`src/rtl/tmr8_pkg.sv`:
```
package tmr8_pkg;

    localparam int unsigned DATA_W = 8;

    typedef enum logic [1:0] {
        PIN_KEEP   = 2'd0,
        PIN_TOGGLE = 2'd1,
        PIN_LOW    = 2'd2,
        PIN_HIGH   = 2'd3
    } pin_act_e;

    localparam logic [2:0] MODE_CLR_ON_CMP = 3'd2;

    localparam logic [2:0] A_CTRL  = 3'd0;
    localparam logic [2:0] A_COUNT = 3'd1;
    localparam logic [2:0] A_CMPA  = 3'd2;
    localparam logic [2:0] A_FLAGS = 3'd3;
    localparam logic [2:0] A_IEN   = 3'd4;

    localparam int unsigned FORCE_BIT = 7;

endpackage

```
`src/rtl/tmr8_count.sv`:
```
module tmr8_count
    import tmr8_pkg::*;
#(
    parameter int unsigned W = 8
) (
    input  logic         clk,
    input  logic         rst_n,
    input  logic         tick_i,
    input  logic [2:0]   mode_i,
    input  logic [W-1:0] top_i,
    input  logic         wr_i,
    input  logic [W-1:0] wdata_i,
    output logic [W-1:0] cnt_o,
    output logic         match_o,
    output logic         wrap_o
);

    localparam logic [W-1:0] CNT_MAX = {W{1'b1}};

    typedef struct packed {
        logic [W-1:0] cnt;
        logic         blk;
    } cnt_state_t;

    cnt_state_t st_d, st_q;
    logic       match_d, wrap_d;

    always_comb begin
        st_d    = st_q;
        match_d = 1'b0;
        wrap_d  = 1'b0;
        if (wr_i) begin
            st_d.cnt = wdata_i;
            st_d.blk = 1'b1;
        end else if (tick_i) begin
            st_d.blk = 1'b0;
            match_d  = !st_q.blk && (st_q.cnt == top_i);
            wrap_d   = (st_q.cnt == CNT_MAX);
            if ((mode_i == MODE_CLR_ON_CMP) && match_d) begin
                st_d.cnt = '0;
            end else begin
                st_d.cnt = st_q.cnt + 1'b1;
            end
        end
    end

    always_ff @(posedge clk or negedge rst_n) begin
        if (!rst_n) begin
            st_q <= '0;
        end else begin
            st_q <= st_d;
        end
    end

    assign cnt_o   = st_q.cnt;
    assign match_o = match_d;
    assign wrap_o  = wrap_d;

    AST_FREE_STEP: assert property (@(posedge clk) disable iff (!rst_n)
        (tick_i && !wr_i && mode_i != MODE_CLR_ON_CMP) |=> cnt_o == W'($past(cnt_o) + 1'b1));

    AST_CLR_AT_TOP: assert property (@(posedge clk) disable iff (!rst_n)
        (tick_i && !wr_i && mode_i == MODE_CLR_ON_CMP && !st_q.blk && cnt_o == top_i) |=> cnt_o == '0);

    AST_WRITE_WINS: assert property (@(posedge clk) disable iff (!rst_n)
        wr_i |=> cnt_o == $past(wdata_i));

endmodule

```
`src/rtl/tmr8_regs.sv`:
```
module tmr8_regs
    import tmr8_pkg::*;
#(
    parameter int unsigned W  = 8,
    parameter int unsigned AW = 3
) (
    input  logic          clk,
    input  logic          rst_n,
    input  logic          wr_i,
    input  logic [AW-1:0] addr_i,
    input  logic [W-1:0]  wdata_i,
    input  logic          ovf_set_i,
    input  logic          cmp_set_i,
    input  logic          ovf_ack_i,
    input  logic          cmp_ack_i,
    output logic [2:0]    mode_o,
    output logic [1:0]    act_o,
    output logic [W-1:0]  top_o,
    output logic [1:0]    ien_o,
    output logic          ovf_flag_o,
    output logic          cmp_flag_o,
    output logic          cnt_wr_o,
    output logic          force_o,
    output logic [1:0]    force_act_o
);

    typedef struct packed {
        logic [2:0]   mode;
        logic [1:0]   act;
        logic [W-1:0] top;
        logic [1:0]   ien;
        logic         ovf;
        logic         cmp;
    } reg_state_t;

    reg_state_t rs_d, rs_q;
    logic       hit_ctrl, hit_flags;

    always_comb begin
        rs_d      = rs_q;
        hit_ctrl  = wr_i && (addr_i == AW'(A_CTRL));
        hit_flags = wr_i && (addr_i == AW'(A_FLAGS));
        if (hit_ctrl) begin
            rs_d.mode = wdata_i[2:0];
            rs_d.act  = wdata_i[5:4];
        end
        if (wr_i && (addr_i == AW'(A_CMPA))) rs_d.top = wdata_i;
        if (wr_i && (addr_i == AW'(A_IEN)))  rs_d.ien = wdata_i[1:0];
        if (ovf_ack_i || (hit_flags && wdata_i[0])) rs_d.ovf = 1'b0;
        if (cmp_ack_i || (hit_flags && wdata_i[1])) rs_d.cmp = 1'b0;
        if (ovf_set_i) rs_d.ovf = 1'b1;
        if (cmp_set_i) rs_d.cmp = 1'b1;
    end

    always_ff @(posedge clk or negedge rst_n) begin
        if (!rst_n) begin
            rs_q <= '0;
        end else begin
            rs_q <= rs_d;
        end
    end

    assign mode_o      = rs_q.mode;
    assign act_o       = rs_q.act;
    assign top_o       = rs_q.top;
    assign ien_o       = rs_q.ien;
    assign ovf_flag_o  = rs_q.ovf;
    assign cmp_flag_o  = rs_q.cmp;
    assign cnt_wr_o    = wr_i && (addr_i == AW'(A_COUNT));
    assign force_o     = hit_ctrl && wdata_i[FORCE_BIT];
    assign force_act_o = wdata_i[5:4];

    AST_OVF_LATCH: assert property (@(posedge clk) disable iff (!rst_n)
        ovf_set_i |=> ovf_flag_o);

    AST_OVF_HOLD: assert property (@(posedge clk) disable iff (!rst_n)
        (ovf_flag_o && !ovf_ack_i && !(wr_i && addr_i == AW'(A_FLAGS))) |=> ovf_flag_o);

    AST_CMP_LATCH: assert property (@(posedge clk) disable iff (!rst_n)
        cmp_set_i |=> cmp_flag_o);

endmodule

```
`src/rtl/tmr8_wave.sv`:
```
module tmr8_wave
    import tmr8_pkg::*;
(
    input  logic       clk,
    input  logic       rst_n,
    input  logic       match_i,
    input  logic [1:0] act_i,
    input  logic       force_i,
    input  logic [1:0] force_act_i,
    output logic       wave_o
);

    typedef struct packed {
        logic pin;
    } wave_state_t;

    wave_state_t ws_d, ws_q;
    pin_act_e    sel;

    always_comb begin
        ws_d = ws_q;
        sel  = pin_act_e'(force_i ? force_act_i : act_i);
        if (force_i || match_i) begin
            case (sel)
                PIN_TOGGLE: ws_d.pin = !ws_q.pin;
                PIN_LOW:    ws_d.pin = 1'b0;
                PIN_HIGH:   ws_d.pin = 1'b1;
                default:    ws_d.pin = ws_q.pin;
            endcase
        end
    end

    always_ff @(posedge clk or negedge rst_n) begin
        if (!rst_n) begin
            ws_q <= '0;
        end else begin
            ws_q <= ws_d;
        end
    end

    assign wave_o = ws_q.pin;

    AST_KEEP_ON_MATCH: assert property (@(posedge clk) disable iff (!rst_n)
        (match_i && !force_i && act_i == 2'd0) |=> $stable(wave_o));

    AST_FORCE_TOGGLE: assert property (@(posedge clk) disable iff (!rst_n)
        (force_i && force_act_i == 2'd1) |=> wave_o != $past(wave_o));

    AST_IDLE_STABLE: assert property (@(posedge clk) disable iff (!rst_n)
        (!match_i && !force_i) |=> $stable(wave_o));

endmodule

```
`src/rtl/tmr8_top.sv`:
```
module tmr8_top
    import tmr8_pkg::*;
#(
    parameter int unsigned W  = DATA_W,
    parameter int unsigned AW = 3
) (
    input  logic          clk,
    input  logic          rst_n,
    input  logic          tick_i,
    input  logic          bus_wr_i,
    input  logic [AW-1:0] bus_addr_i,
    input  logic [W-1:0]  bus_wdata_i,
    output logic [W-1:0]  bus_rdata_o,
    input  logic          ovf_ack_i,
    input  logic          cmp_ack_i,
    output logic          ovf_irq_o,
    output logic          cmp_irq_o,
    output logic          wave_o
);

    logic [2:0]   mode;
    logic [1:0]   act;
    logic [W-1:0] top;
    logic [1:0]   ien;
    logic         ovf_flag, cmp_flag;
    logic         cnt_wr, force_strobe;
    logic [1:0]   force_act;
    logic [W-1:0] cnt;
    logic         match, wrap;

    tmr8_regs #(.W(W), .AW(AW)) u_regs (
        .clk         (clk),
        .rst_n       (rst_n),
        .wr_i        (bus_wr_i),
        .addr_i      (bus_addr_i),
        .wdata_i     (bus_wdata_i),
        .ovf_set_i   (wrap),
        .cmp_set_i   (match),
        .ovf_ack_i   (ovf_ack_i),
        .cmp_ack_i   (cmp_ack_i),
        .mode_o      (mode),
        .act_o       (act),
        .top_o       (top),
        .ien_o       (ien),
        .ovf_flag_o  (ovf_flag),
        .cmp_flag_o  (cmp_flag),
        .cnt_wr_o    (cnt_wr),
        .force_o     (force_strobe),
        .force_act_o (force_act)
    );

    tmr8_count #(.W(W)) u_count (
        .clk     (clk),
        .rst_n   (rst_n),
        .tick_i  (tick_i),
        .mode_i  (mode),
        .top_i   (top),
        .wr_i    (cnt_wr),
        .wdata_i (bus_wdata_i),
        .cnt_o   (cnt),
        .match_o (match),
        .wrap_o  (wrap)
    );

    tmr8_wave u_wave (
        .clk         (clk),
        .rst_n       (rst_n),
        .match_i     (match),
        .act_i       (act),
        .force_i     (force_strobe),
        .force_act_i (force_act),
        .wave_o      (wave_o)
    );

    always_comb begin
        bus_rdata_o = '0;
        case (bus_addr_i)
            AW'(A_CTRL):  bus_rdata_o = W'({act, 1'b0, mode});
            AW'(A_COUNT): bus_rdata_o = cnt;
            AW'(A_CMPA):  bus_rdata_o = top;
            AW'(A_FLAGS): bus_rdata_o = W'({cmp_flag, ovf_flag});
            AW'(A_IEN):   bus_rdata_o = W'(ien);
            default:      bus_rdata_o = '0;
        endcase
    end

    assign ovf_irq_o = ovf_flag && ien[0];
    assign cmp_irq_o = cmp_flag && ien[1];

    AST_FORCE_NO_FLAG: assert property (@(posedge clk) disable iff (!rst_n)
        (force_strobe && !tick_i && !cmp_flag) |=> !cmp_flag);

    AST_BLOCKED_TICK: assert property (@(posedge clk) disable iff (!rst_n)
        (cnt_wr && !cmp_flag) ##1 (tick_i && !bus_wr_i && !cmp_ack_i) |=> !cmp_flag);

endmodule

```
`config.mk`:
```
export PLATFORM = sky130hd
export DESIGN_NAME = tmr8_top
export DESIGN_NICKNAME = d
export VERILOG_FILES = /design/src/rtl/tmr8_pkg.sv /design/src/rtl/tmr8_count.sv /design/src/rtl/tmr8_regs.sv /design/src/rtl/tmr8_wave.sv /design/src/rtl/tmr8_top.sv
export SDC_FILE = /design/constraint.sdc
export NUM_CORES = 1
export LEC_CHECK = 0
export BUFFER_PORTS_ARGS = -buffer_cell sky130_fd_sc_hd__buf_2
export CAP_MARGIN = 25
export CORE_AREA = 10 10 70 72
export CTS_CLUSTER_SIZE = 12
export DETAILED_ROUTE_END_ITERATION = 8
export DIE_AREA = 0 0 80 82
export PLACE_DENSITY = 0.78
export SYNTH_ARGS = -nofsm -noshare
export SYNTH_HDL_FRONTEND = slang
export SYNTH_SLANG_ARGS = --single-unit
```
`constraint.sdc`:
```
create_clock -name clk -period 4.9 [get_ports clk]
set_input_delay 0 -clock clk [delete_from_list [all_inputs] [get_ports clk]]
set_output_delay 0 -clock clk [all_outputs]
set_load 0.05 [all_outputs]
```
==> results.py <==
metrics = {
    "outcome": {
        "status": "completed",
    },
    "synthesis": {
        "synth.ff_latch_count": 27,
        "avgSynthCellArea_sq_um": 9.34,
        "synth_top_area_share_pct": 38.9,
        "synth-warning-count": 0,
        "synthTopCellsByArea": "dfrtp_1 39%, mux2_2 8.4%, nor2_1 3.0%",
        "netlist_area_sq_um": 1740,
        "synth.distinct_cells": 40,
        "synthCells": 186,
        "synth-edff-count": 0,
        "synth_nets": 204,
        "synthArstFlopShare_pct": 100,
        "seq_area_frac_synth_pct": 38.9,
        "yosys.area.top_type": "dfrtp_1",
        "synth-main-ff-cell": "dfrtp_1",
    },
    "global_routing": {
        "grt_max_degree": 28,
        "grt_usage_pct": 14.3,
        "antenna_found_initial": 0,
        "overflow": 0,
        "grt_pass1_vias": 1584,
        "grt_pass1_wl_mm": 7.56,
    },
    "floorplan": {
        "die_w_um": 80,
        "fp-row-count": 22,
        "dieHeight_um": 82,
        "initial_core_util_pct": 48.6,
        "io_pins": 28,
        "dieArea_sq_um": 6560,
        "core_sq_um": 3580,
    },
    "cells_and_area": {
        "post_route_cells_drive_above_1_share_pct": 22.2,
        "num-fill-cells": 327,
        "nNetsFinal": 235,
        "diodes": 0,
        "mostFrequentLayoutCells": "27 x buf_2, 27 x dfrtp_1, 14 x nor2_1, 13 x mux2_2, 12 x nand2_1",
        "final_core_util_pct": 56.2,
        "syn_to_final_growth_pct": 15.7,
    },
    "detailed_routing": {
        "remaining_drc_errors": 0,
        "route.met3.wl_um": 281,
        "avgRoutedWirePerCell_um": 16.8,
        "wl_mm": 4.43,
        "via_count": 1543,
        "wl_met2_mm": 2.09,
        "ant_nets": 0,
        "routed.top_layer": "met4",
        "drtPass1Iterations": 4,
        "routedLengthMet1_mm": 1.94,
        "via_per_inst": 5.84,
        "initialDrtViolationCount": 151,
    },
    "hold_path": {
        "whs_path_depth": 3,
        "hold_start": "tick_i",
        "hold_end": "u_count.cnt_o[1]",
        "hold_class": "primary input to flip-flop",
    },
    "critical_path": {
        "setup.worst_path.end_class": "flip-flop",
        "worstPathRequired_ns": 5.12,
        "r2r_cells": 5,
        "r2r-end": "u_wave.wave_o",
        "critPathSlowestCell": "or3_1",
        "critPathKind": "flip-flop to flip-flop",
        "worstReg2RegStart": "u_count.cnt_o[0]",
        "worstPathArrival_ns": 2.31,
        "r2r_slack_ns": 2.81,
        "cpPeakStageDelay_ns": 0.56,
        "crit_path_frequent_cell": "or3_1",
        "worstPathCellList": "xnor2_1 -> nand3_1 -> or3_1 -> o211a_1 -> or3_1",
        "cp-start-kind": "flip-flop",
        "crit_path_max_fanout": 11,
    },
    "place": {
        "place_congestion": 0.913,
        "port_buffers": 27,
        "dp.final_hpwl_mm": 3.23,
    },
    "timing": {
        "hold_viol_final": 0,
        "maxSlewViolCount": 0,
        "fin_skew_ns": 0.00155,
        "rsz0062_at_grt": "false",
        "finalCritPeriodShare_pct": 42.6,
        "fmax_mhz": 479,
        "min_period_ns": 2.09,
        "max_slew_margin_pct": 59.2,
        "setup_tns_ns": 0,
        "tightestPinTransition_ns": 0.612,
        "setup_violations": 0,
    },
    "clock_tree": {
        "clock_latency_ns": 0.32,
        "cts_htree_levels": 1,
        "clkTransAtPathRegs_ns": 0.14,
        "clk_path_buf_depth": 2,
        "cts_buffers": 3,
        "cts_tree": "built",
        "clock_sinks": 27,
        "clock-root-buffer": "clkbuf_4",
    },
    "power_and_ir_drop": {
        "powerDensity_nw_per_um2": 377,
        "leakage_nw": 0.848,
        "worst_ir_drop_vdd_v": 0.000195,
    },
    "run": {
        "drv_cap": 0,
    },
}
## routing by layer
| layer | vias to the layer above | global-route usage [%] |
|---|---|---|
| met5 | - | 0 |
| met4 | 0 | 6.16 |
| met3 | 8 | 3.17 |
| met2 | 60 | 24.2 |
| met1 | 735 | 17.2 |
| li1 | 740 | - |
## cell usage after synthesis (all sizes together) (6+ instances only)
master  count
dfrtp      27
nor2       15
mux2       13
nand2      12
o21ai      10
a21oi       8
clkbuf      8
and3        7
nand3       7
nand4       7
o22ai       7
inv         6
nor3b       6
nor4b       6
## worst max-delay path: cells and delay by family (launching register included)
family | cells | cell delay (ns)
AO/OA/AOI/OAI | 1 | 0.28
flip-flops | 1 | 0.48
AND/OR/NAND/NOR | 3 | 1.01
XOR/XNOR | 1 | 0.22
## power by group
part / total [mW] / switching [mW] / internal [mW]
Sequential: 0.362 / 0.0837 / 0.278
Clock: 0.0964 / 0.0645 / 0.0319
Combinational: 0.301 / 0.156 / 0.144
Total: 0.759 / 0.305 / 0.454
## worst max path at each step
stage                     startpoint              to
finish              u_count.cnt_o[0]   u_wave.wave_o
global route        u_count.cnt_o[4]   u_wave.wave_o
CTS                 u_count.cnt_o[0]   u_wave.wave_o
detailed placement  u_count.cnt_o[0]   u_wave.wave_o
global placement    u_count.cnt_o[4]   u_wave.wave_o
floorplan           u_count.cnt_o[1]  bus_rdata_o[1]
## sequential cells by signal, summed over array words and instances (netlist names)
name,cells
u_count.cnt_o,8
u_count.st_q,1
u_regs.act_o,2
u_regs.cmp_flag_o,1
u_regs.ien_o,2
u_regs.mode_o,3
u_regs.ovf_flag_o,1
u_regs.top_o,8
u_wave.wave_o,1
## layout make-up
| type | count | area [sq um] | share of cell area, % |
|---|---|---|---|
| multi-input cells | 141 | 981 | 48.8 |
| flip-flops and latches | 27 | 676 | 33.6 |
| repair buffers | 38 | 245 | 12.2 |
| well taps | 48 | 60.1 | 2.99 |
| clock buffers | 4 | 26.3 | 1.31 |
| inverters | 6 | 22.5 | 1.12 |
## what timing repair did
action                                 CTS  global route
endpoints found under the hold margin   51             0
gates resized for setup                  0             0
hold buffers                            11             0
buffers inserted                         0             0
## logic make-up (layout without fill, tap and decap cells)
| kind of cell | after synthesis | count (layout) | share of synthesized area [%] |
|---|---|---|---|
| muxes | 19 | 19 | 12.6 |
| and+or+nand+nor | 79 | 79 | 26.8 |
| xor gates and xnor gates | 6 | 6 | 3.46 |
| buffers and inverters | 18 | 48 | 4.68 |
| DFF | 27 | 27 | 38.9 |
| AOI/OAI and AO/OA | 36 | 36 | 12.9 |
| adders and majority gates | 1 | 1 | 0.720 |
## through the flow
step           std cells  cell area (sq um)  power, mW  setup WS [ns]  hold WS (ns)
2_1_floorplan        186               1740      0.585           3.14        -0.296
3_3_place_gp         249               1870      0.651           2.93        0.0455
3_5_place_dp         249               1870      0.658           2.87        0.0509
4_1_cts              264               2010      0.761           2.84        0.0853
5_1_grt              264               2010      0.818           2.69         0.100
6_report             264               2010      0.759           2.81         0.103
Note: power is estimated with default switching activity, not from simulation.
